<file path="config.mk">
export PLATFORM = sky130hd
export DESIGN_NAME = adc_start_seq
export DESIGN_NICKNAME = d
export VERILOG_FILES = /design/src/rtl/adc_seq_pkg.sv /design/src/rtl/adc_seq_sync.sv /design/src/rtl/adc_seq_oneshot.sv /design/src/rtl/adc_seq_ctrl.sv /design/src/rtl/adc_start_seq.sv
export SDC_FILE = /design/constraint.sdc
export NUM_CORES = 1
export LEC_CHECK = 0
export ABC_CLOCK_PERIOD_IN_PS = 2400
export BUFFER_PORTS_ARGS = -buffer_cell sky130_fd_sc_hd__clkbuf_2
export CAP_MARGIN = 20
export CORE_MARGIN = 2
export CORE_UTILIZATION = 50
export DETAILED_ROUTE_END_ITERATION = 16
export HOLD_SLACK_MARGIN = 0.08
export PLACE_DENSITY = 0.76
export SYNTH_ARGS = -nofsm -noshare
export SYNTH_HDL_FRONTEND = slang
export SYNTH_SLANG_ARGS = --single-unit
</file>
<file path="constraint.sdc">
create_clock -name clk -period 2.4 [get_ports clk]
set_clock_uncertainty 0.1 [all_clocks]
set_input_delay 0.6 -clock clk [delete_from_list [all_inputs] [get_ports clk]]
set_output_delay 0.6 -clock clk [all_outputs]
set_load 0.02 [all_outputs]
</file>
<file path="src/rtl/adc_seq_pkg.sv">
package adc_seq_pkg;

  typedef enum logic {
    MODE_PWRDN = 1'b0,
    MODE_CONT  = 1'b1
  } run_mode_e;

  // Clock cycles covering a duration, rounded up.
  function automatic int unsigned cycles_for_ns(input int unsigned ns,
                                                input int unsigned clk_mhz);
    return (ns * clk_mhz + 999) / 1000;
  endfunction

  // Edge on which busy rises after the start line goes high (edge 1 first).
  function automatic int unsigned launch_edge(input int unsigned pwrup,
                                              input int unsigned hi_cycles);
    int unsigned a;
    int unsigned b;
    a = pwrup + 4;
    b = hi_cycles + 3;
    return (a > b) ? a : b;
  endfunction

endpackage

</file>
<file path="src/rtl/adc_seq_sync.sv">
module adc_seq_sync #(
  parameter int STAGES = 2
) (
  input  logic clk,
  input  logic rst_n,
  input  logic async_i,
  output logic level_o,
  output logic rise_o,
  output logic fall_o
);

  logic [STAGES-1:0] chain_q;
  logic              last_q;

  generate
    if (STAGES == 1) begin : g_one
      always_ff @(posedge clk) begin
        if (!rst_n) chain_q <= '0;
        else        chain_q <= async_i;
      end
    end else begin : g_many
      always_ff @(posedge clk) begin
        if (!rst_n) chain_q <= '0;
        else        chain_q <= {chain_q[STAGES-2:0], async_i};
      end
    end
  endgenerate

  always_ff @(posedge clk) begin
    if (!rst_n) last_q <= 1'b0;
    else        last_q <= level_o;
  end

  assign level_o = chain_q[STAGES-1];
  assign rise_o  = level_o & ~last_q;
  assign fall_o  = ~level_o & last_q;

endmodule

</file>
<file path="src/rtl/adc_seq_oneshot.sv">
module adc_seq_oneshot #(
  parameter int unsigned LEN = 188
) (
  input  logic clk,
  input  logic rst_n,
  input  logic trig_i,
  input  logic inhibit_i,
  output logic active_o,
  output logic fired_o
);

  localparam int CW = $clog2(LEN + 1);

  logic [CW-1:0] cnt_q;

  assign active_o = (cnt_q != '0);
  assign fired_o  = trig_i & ~inhibit_i & ~active_o;

  always_ff @(posedge clk) begin
    if (!rst_n)        cnt_q <= '0;
    else if (fired_o)  cnt_q <= CW'(LEN);
    else if (active_o) cnt_q <= cnt_q - 1'b1;
  end

endmodule

</file>
<file path="src/rtl/adc_seq_ctrl.sv">
module adc_seq_ctrl
  import adc_seq_pkg::*;
#(
  parameter int DATA_W = 8
) (
  input  logic              clk,
  input  logic              rst_n,
  input  logic              ext_level_i,
  input  logic              ext_rise_i,
  input  logic              pulse_i,
  input  logic              done_i,
  input  logic [DATA_W-1:0] result_i,
  output logic              pwr_en_o,
  output logic              hold_o,
  output logic              start_o,
  output logic              busy_o,
  output logic [DATA_W-1:0] data_o,
  output run_mode_e         mode_o,
  output logic              gated_fall_o,
  output logic              launch_o,
  output logic              finish_o
);

  logic gated;
  logic gated_q;

  assign gated        = ext_level_i | pulse_i;
  assign gated_fall_o = gated_q & ~gated;
  assign launch_o     = gated_fall_o & ~busy_o & pwr_en_o;
  assign finish_o     = done_i & busy_o;

  always_ff @(posedge clk) begin
    if (!rst_n) gated_q <= 1'b0;
    else        gated_q <= gated;
  end

  always_ff @(posedge clk) begin
    if (!rst_n) begin
      busy_o  <= 1'b0;
      hold_o  <= 1'b0;
      start_o <= 1'b0;
    end else begin
      start_o <= launch_o;
      if (finish_o) begin
        busy_o <= 1'b0;
        hold_o <= 1'b0;
      end else if (launch_o) begin
        busy_o <= 1'b1;
        hold_o <= 1'b1;
      end
    end
  end

  always_ff @(posedge clk) begin
    if (!rst_n) begin
      pwr_en_o <= 1'b0;
      mode_o   <= MODE_PWRDN;
      data_o   <= '0;
    end else if (finish_o) begin
      data_o   <= result_i;
      mode_o   <= ext_level_i ? MODE_CONT : MODE_PWRDN;
      pwr_en_o <= ext_level_i;
    end else if (ext_rise_i && !busy_o) begin
      pwr_en_o <= 1'b1;
    end
  end

endmodule

</file>
<file path="src/rtl/adc_start_seq.sv">
module adc_start_seq
  import adc_seq_pkg::*;
#(
  parameter int          DATA_W       = 8,
  parameter int          SYNC_STAGES  = 2,
  parameter int unsigned PWRUP_CYCLES = cycles_for_ns(1500, 125)
) (
  input  logic              clk,
  input  logic              rst_n,
  input  logic              start_async_i,
  input  logic              conv_done_i,
  input  logic [DATA_W-1:0] conv_result_i,
  output logic              pwr_en_o,
  output logic              hold_o,
  output logic              conv_start_o,
  output logic              busy_o,
  output logic [DATA_W-1:0] data_o,
  output logic              mode_cont_o
);

  logic      ext_level;
  logic      ext_rise;
  logic      ext_fall;
  logic      pulse_active;
  logic      pulse_fired;
  logic      gated_fall;
  logic      launch;
  logic      finish;
  run_mode_e mode;

  adc_seq_sync #(.STAGES(SYNC_STAGES)) u_sync (
    .clk     (clk),
    .rst_n   (rst_n),
    .async_i (start_async_i),
    .level_o (ext_level),
    .rise_o  (ext_rise),
    .fall_o  (ext_fall)
  );

  adc_seq_oneshot #(.LEN(PWRUP_CYCLES)) u_pulse (
    .clk       (clk),
    .rst_n     (rst_n),
    .trig_i    (ext_rise),
    .inhibit_i (busy_o),
    .active_o  (pulse_active),
    .fired_o   (pulse_fired)
  );

  adc_seq_ctrl #(.DATA_W(DATA_W)) u_ctrl (
    .clk          (clk),
    .rst_n        (rst_n),
    .ext_level_i  (ext_level),
    .ext_rise_i   (ext_rise),
    .pulse_i      (pulse_active),
    .done_i       (conv_done_i),
    .result_i     (conv_result_i),
    .pwr_en_o     (pwr_en_o),
    .hold_o       (hold_o),
    .start_o      (conv_start_o),
    .busy_o       (busy_o),
    .data_o       (data_o),
    .mode_o       (mode),
    .gated_fall_o (gated_fall),
    .launch_o     (launch),
    .finish_o     (finish)
  );

  assign mode_cont_o = (mode == MODE_CONT);

endmodule

</file>
==> results of run 1 <==
## layout make-up
type                            count  area share
Timing Repair Buffer               24       0.103
Multi-Input combinational cell     81       0.418
Inverter                            2     0.00644
Tap cell                           27      0.0290
Sequential cell                    24       0.412
Clock buffer                        4      0.0311
## logic make-up (layout without fill, tap and decap cells)
kind of cell | count (synthesis) | after routing | synth area share
AOI/OAI and AO/OA | 20 | 20 | 0.156
and+or+nand+nor | 58 | 58 | 0.297
DFF | 24 | 24 | 0.479
adders and majority gates | 2 | 2 | 0.0250
xor gates and xnor gates | 1 | 1 | 0.00874
buffers and inverters | 7 | 30 | 0.0337
## through the flow
step                hold slack, ns  total power (W)
floorplan                    0.312         0.000873
global placement             0.326         0.000936
detailed placement           0.341         0.000952
CTS                          0.371          0.00116
global route                 0.371          0.00124
finish                       0.366          0.00115
## report_power, final
group	internal, W	total (W)	switching, W
Combinational	0.000191	0.000396	0.000205
Sequential	0.000467	0.000548	0.0000814
Clock	0.0000928	0.000210	0.000117
## routing by layer
metal	GRT usage	vias up	routed length, µm
met1	0.199	358	805
met5	0	-	0
met2	0.265	21	813
met4	0.114	0	40
li1	-	423	-
met3	0.0399	4	90
## worst register-to-register path, cell delays in order, from the launching register on
cell	delay (ns)
dfxtp_1	0.42
inv_1	0.09
ha_1	0.21
nor3b_2	0.18
and4_1	0.26
a211o_1	0.29
and3_1	0.15
## flip-flops by register name, indices dropped and copies added, names as in the netlist
| name | count |
|---|---|
| u_sync.last_q | 1 |
| u_pulse.cnt_q | 8 |
| u_ctrl.hold_o | 1 |
| u_ctrl.mode_o | 1 |
| u_sync.chain_q | 2 |
| u_ctrl.gated_q | 1 |
| u_ctrl.data_o | 8 |
| u_ctrl.pwr_en_o | 1 |
| u_ctrl.start_o | 1 |
## path summary, 6_finish.rpt
check | endpoint | slack, ns | depth (start not counted)
setup / recovery | u_pulse.cnt_q[5] | 0.61 | 6
hold / removal | u_sync.chain_q[1] | 0.37 | 1
setup reg to reg | u_pulse.cnt_q[5] | 0.61 | 6
hold reg to reg | u_sync.chain_q[1] | 0.37 | 1
## cells in the mapped netlist (all sizes together)
| library cell | n |
|---|---|
| nand2 | 30 |
| dfxtp | 24 |
| a21boi | 11 |
| nor2 | 8 |
| and2 | 5 |
| a211oi | 3 |
| clkbuf | 3 |
| nor3 | 3 |
| a211o | 2 |
| and3 | 2 |
| buf | 2 |
| ha | 2 |
| inv | 2 |
| nand3 | 2 |
| o21a | 2 |
| a311oi | 1 |
| and4 | 1 |
| nand2b | 1 |
| nand3b | 1 |
| nor2b | 1 |
| nor3b | 1 |
| nor4 | 1 |
| nor4b | 1 |
| o21ai | 1 |
| or3 | 1 |
| xnor2 | 1 |
==> key figures, run 1 <==
Status
  – Status: finished, final reports clean

Setup path
  – Crit path buf inv count: 1
  – FF-to-FF Start: u_pulse.cnt_q[0]
  – Worst Setup SP: u_pulse.cnt_q[0]
  – CP Launch Type: register
  – Slowest-stage cell, CP: dfxtp_1
  – Crit Path Category: register to register
  – Worst-path cell chain: inv_1 > ha_1 > nor3b_2 > and4_1 > a211o_1 > and3_1
  – CP max FO: 6
  – Crit end category: register
  – CP delay by family, top: simple AND/OR/NAND/NOR gates
  – Max incr delay on CP: 0.42 ns
  – CP arrival: 1.91 ns
  – Worst EP required: 2.52 ns

Job
  – Max-cap violations: 0

Final layout
  – Area occupied by multi-input gates: 488 µm²
  – Commonest non-fill, non-tap cell in the layout: nand2_1
  – Layout area overhead: 16.4%
  – Post-route cell area: 1170 µm²
  – Share of cells above drive strength 1: 0.244
  – Final-stage net count: 150
  – Core Util, Final: 0.607
  – FF+latch area: 480 µm²
  – Fillers: 182
  – Non-Filler Instances: 162
  – N_diodes: 0
  – Most frequent cells in the layout: nand2_1 (29), clkbuf_2 (24), dfxtp_1 (24)

Routing
  – Via count: 806
  – Starting DRT DRC Count: 12
  – Avg Vias per Cell: 4.98
  – Routed wire length: 1.75 mm
  – Per-cell routed wire length: 10.8 µm
  – Post-DRT Antenna Nets: 0
  – Pre-antenna DRT Iters: 4
  – DRC: 0

Floorplan
  – FP Rows: 16
  – Die area: 2380 µm²
  – Io pins: 25
  – Starting density of the core: 0.521
  – Die Height: 48.8 µm
  – Placeable Area: 1920 µm²
  – Die width: 48.8 µm

Placement
  – Pre-CTS setup slack: 0.645 ns
  – Hpwl dp: 1.28 mm
  – Placement Cell Area: 1130 µm²
  – Port-buffer cells: 24
  – Placed Cells: 158
  – Placer Congestion: 0.845

STA
  – Final Hold Vio Count: 0
  – RSZ-0062 raised after global routing: false
  – Final setup viols: 0
  – Max_slew headroom: 0.731
  – Tmin final: 1.79 ns
  – Total Neg Setup Slack: 0 ns
  – Measured slew at the worst slew-check pin: 0.402 ns
  – PnR worst setup slack: 0.613 ns
  – Peak Freq: 0.560 GHz
  – Final Cycle Share: 0.745
  – Final Max Slew Viols: 0

Clock tree
  – # hold bufs at CTS: 0
  – CTS tree: done
  – Post CTS Setup Buffer Count: 0
  – Post-CTS Resized: 0
  – Num CTS Buffers: 3
  – H-tree depth: 1
  – Clock latency on the worst-skew pair: 0.31 ns
  – CTS max path bufs: 2
  – Sink Count: 24
  – Clock transition at path regs: 0.12 ns
  – Root Driver: clkbuf_4

GRT
  – First-pass GRT wire length: 3.06 mm
  – Grt ovf: 0
  – Initial antenna violation count: 0
  – Largest net degree at the start of global routing: 24
  – Global Route Usage Sum: 0.167
  – Vias in the first global route: 750

Synthesis
  – Sequential area share after synthesis: 0.479
  – Net Count, Synth: 126
  – YS warnings: 0
  – Synthesized flop and latch total: 24
  – Synth top area share: 0.479
  – Synth Instances: 112
  – Leading area contributor after synthesis: dfxtp_1
  – Top cells by area, synth: dfxtp_1 (48%), nand2_1 (11%), a21boi_0 (7.5%), and2_1 (3.1%), nor2_1 (3.0%)
  – Mapped Area: 1000 µm²
  – Unique cell type count in the Yosys netlist: 29
  – Syn avg cell area: 8.95 µm²

Power
  – Pwr dens: 990 nW/µm²
  – Max IR drop VDD: 0.000600 V
  – Leak: 0.496 nW

Worst hold path
  – HP Class: register to register
  – Worst hold start: u_sync.chain_q[0]
Note: power is estimated with default switching activity, not from simulation.
==> run 2: changes to the inputs <==
--- a/config.mk
+++ b/config.mk
@@ -5,7 +5,8 @@
 export SDC_FILE = /design/constraint.sdc
 export NUM_CORES = 1
 export LEC_CHECK = 0
-export ABC_CLOCK_PERIOD_IN_PS = 2400
+export ABC_AREA = 1
+export ABC_CLOCK_PERIOD_IN_PS = 1800
 export BUFFER_PORTS_ARGS = -buffer_cell sky130_fd_sc_hd__clkbuf_2
 export CAP_MARGIN = 20
 export CORE_MARGIN = 2
==> constraint.sdc (replaced) <==
create_clock -name clk -period 1.8 [get_ports clk]
set_clock_uncertainty 0.1 [all_clocks]
set_input_delay 0.45 -clock clk [delete_from_list [all_inputs] [get_ports clk]]
set_output_delay 0.45 -clock clk [all_outputs]
set_load 0.02 [all_outputs]
==> run 2 against run 1 <==
Net effect:
- final area is 1.2% higher
- global-route usage down 0.82 points
- final cell count is 14% higher
- synthesized cell count is 19% higher
- core utilization increased by 0.083 points
- critical path depth down 5
- register-to-register slack lost 0.25 ns
- critical endpoint is now busy_o
==> key figures, run 2 <==
Routing
  – Post-DRT Antenna Nets: 0
  – Routed wire length: 1.76 mm
  – Starting DRT DRC Count: 15
  – Via count: 850
  – Avg Vias per Cell: 4.59
  – Per-cell routed wire length: 9.53 µm
  – DRC: 0
  – Pre-antenna DRT Iters: 4

Synthesis
  – Synth Instances: 133
  – Synthesized flop and latch total: 24
  – Count leader, synth: nor2_1
  – Net Count, Synth: 147
  – YS warnings: 0
  – Syn avg cell area: 7.63 µm²
  – Commonest cells in the netlist: nor2_1 (28), dfxtp_1 (24), nand2_1 (21)
  – Unique cell type count in the Yosys netlist: 21
  – Synth top area share: 0.473
  – Leading area contributor after synthesis: dfxtp_1
  – Mapped Area: 1010 µm²
  – Main flop type after synthesis: dfxtp_1
  – Synth async-reset ratio: 0
  – EDFF count, synth: 0
  – Top cells by area, synth: dfxtp_1 (47%), nor2_1 (10%), nand2_1 (7.8%), inv_1 (6.3%), o21ai_0 (4.9%)
  – Sequential area share after synthesis: 0.473

Setup path
  – CP Launch Type: register
  – Worst EP required: 1.25 ns
  – CP arrival: 0.99 ns
  – Crit path buf inv count: 1
  – Critical Path End: busy_o
  – CP max FO: 6
  – RR Endpoint: u_pulse.cnt_q[5]
  – CP delay by family, top: flip-flops
  – Reg2reg setup slack: 0.36 ns
  – Crit Path Category: register to primary output
  – FF-to-FF Start: u_pulse.cnt_q[0]
  – Worst Setup SP: u_ctrl.hold_o
  – Slowest-stage cell, CP: dfxtp_1
  – Reg2reg path depth: 9
  – Max incr delay on CP: 0.48 ns
  – Crit end category: primary output
  – Number of cells on the critical path: 1
  – Worst-path cell chain: clkbuf_2

Final layout
  – Core Util, Final: 0.608
  – Non-Filler Instances: 185
  – N_diodes: 0
  – Layout area overhead: 16.3%
  – Commonest non-fill, non-tap cell in the layout: nor2_1
  – Most frequent cells in the layout: nor2_1 (28), clkbuf_2 (24), dfxtp_1 (24)
  – Final-stage net count: 174
  – Share of cells above drive strength 1: 0.247
  – Regs by FF count: u_ctrl.data_o (8), u_pulse.cnt_q (8), u_sync.chain_q (2)

Floorplan
  – Starting density of the core: 0.523
  – Die area: 2410 µm²
  – Die Height: 49.1 µm
  – FP Rows: 16
  – Die width: 49.1 µm
  – Placeable Area: 1940 µm²
  – Io pins: 25

STA
  – Final Cycle Share: 0.858
  – RSZ-0062 raised after global routing: false
  – Tmin final: 1.54 ns
  – PnR worst setup slack: 0.256 ns
  – Measured slew at the worst slew-check pin: 0.309 ns
  – Total Neg Setup Slack: 0 ns
  – Max_slew headroom: 0.794
  – Hold_ws: 0.233 ns
  – Peak Freq: 0.648 GHz
  – Final Hold Vio Count: 0
  – Final Max Slew Viols: 0
  – Final setup viols: 0

GRT
  – Global Route Usage Sum: 0.159
  – Initial antenna violation count: 0
  – Largest net degree at the start of global routing: 18
  – Vias in the first global route: 764
  – First-pass GRT wire length: 3.08 mm
  – Grt ovf: 0

Clock tree
  – Clock latency on the worst-skew pair: 0.30 ns
  – Num CTS Buffers: 3
  – Clock transition at path regs: 0.12 ns
  – Post-CTS Resized: 0
  – # hold bufs at CTS: 0
  – Sink Count: 24
  – H-tree depth: 1
  – CTS tree: done
  – Post CTS Setup Buffer Count: 0
  – Root Driver: clkbuf_4
  – CTS max path bufs: 2

Job
  – Max-cap violations: 0

Power
  – Clock share of power: 0.137
  – Internal cell power: 0.000972 W
  – Pwr dens: 1360 nW/µm²
  – Leak: 0.628 nW
  – Max IR drop VDD: 0.000687 V
  – Sw Ratio: 0.394
  – Seq pwr share: 0.427
  – Logic pwr share: 0.435
  – Sw Pwr: 0.000632 W

Placement
  – Placed Cells: 182
  – Port-buffer cells: 24
  – Hpwl dp: 1.38 mm
  – Pre-CTS setup slack: 0.375 ns
  – Placer Congestion: 0.837

Status
  – Status: finished, final reports clean

Worst hold path
  – HP Class: input pin to register
==> run 2: cell count changes after synthesis, sizes merged, moves of 5 or more <==
cell    before  now
nor2         8   31
inv          2   20
a21boi      11    0
o21ai        1   10
a21oi        0    5
and2         5    0
==> run 2: worst reg2reg max path, cell delays in order, from the launching register on <==
cell and delay (ns):
dfxtp_1 0.33, inv_1 0.12, ha_1 0.18, inv_1 0.04, nor2_1 0.18, nand2_4 0.11, nand2_2 0.09, inv_1 0.05
nor2_1 0.09, nor2_1 0.05
==> run 2: cell families after synthesis <==
family | Yosys count | share of synthesized area
compound gates | 18 | 0.0962
xor+xnor | 3 | 0.0259
fa+ha+maj | 2 | 0.0247
buf+inv | 22 | 0.0851
flops | 24 | 0.473
simple gates | 64 | 0.295
==> run 2: area by class of cell <==
class / count / area, µm²
Fill cell: 192 / 762
Inverter: 20 / 75.1
Timing Repair Buffer: 24 / 120
Sequential cell: 24 / 480
Multi-Input combinational cell: 87 / 448
Tap cell: 27 / 33.8
Clock buffer: 3 / 22.5
==> run 2: stage by stage <==
stage / total power, W / instance area (µm²)
after floorplan: 0.00127 / 1010
after global placement: 0.00137 / 1160
after detailed placement: 0.00139 / 1160
after CTS: 0.00162 / 1180
after global routing: 0.00174 / 1180
final: 0.00160 / 1180
==> run 2: worst min-delay path by stage <==
stage                      startpoint           endpoint  slack [ns]  cells after the start
finish                  start_async_i  u_sync.chain_q[0]        0.23                      3
global route            start_async_i  u_sync.chain_q[0]        0.22                      3
CTS                     start_async_i  u_sync.chain_q[0]        0.23                      3
detailed placement  u_sync.chain_q[0]  u_sync.chain_q[1]        0.30                      2
global placement    u_sync.chain_q[0]  u_sync.chain_q[1]        0.29                      2
floorplan           u_sync.chain_q[0]  u_sync.chain_q[1]        0.29                      2
==> run 2: power groups by stage <==
stage	logic, W	registers, W	clock network [W]
detailed placement	0.000695	0.000697	0
floorplan	0.000574	0.000696	0
finish	0.000699	0.000685	0.000220
CTS	0.000701	0.000685	0.000232
global placement	0.000678	0.000696	0
global route	0.000792	0.000699	0.000249
==> run 2: per-layer routing <==
metal / vias up / track usage / part of all wire
li1: 466 / - / -
met1: 372 / 0.194 / 0.48
met2: 10 / 0.276 / 0.48
met4: 0 / 0.0714 / 0.0085
met5: - / 0 / 0
met3: 2 / 0.0215 / 0.029
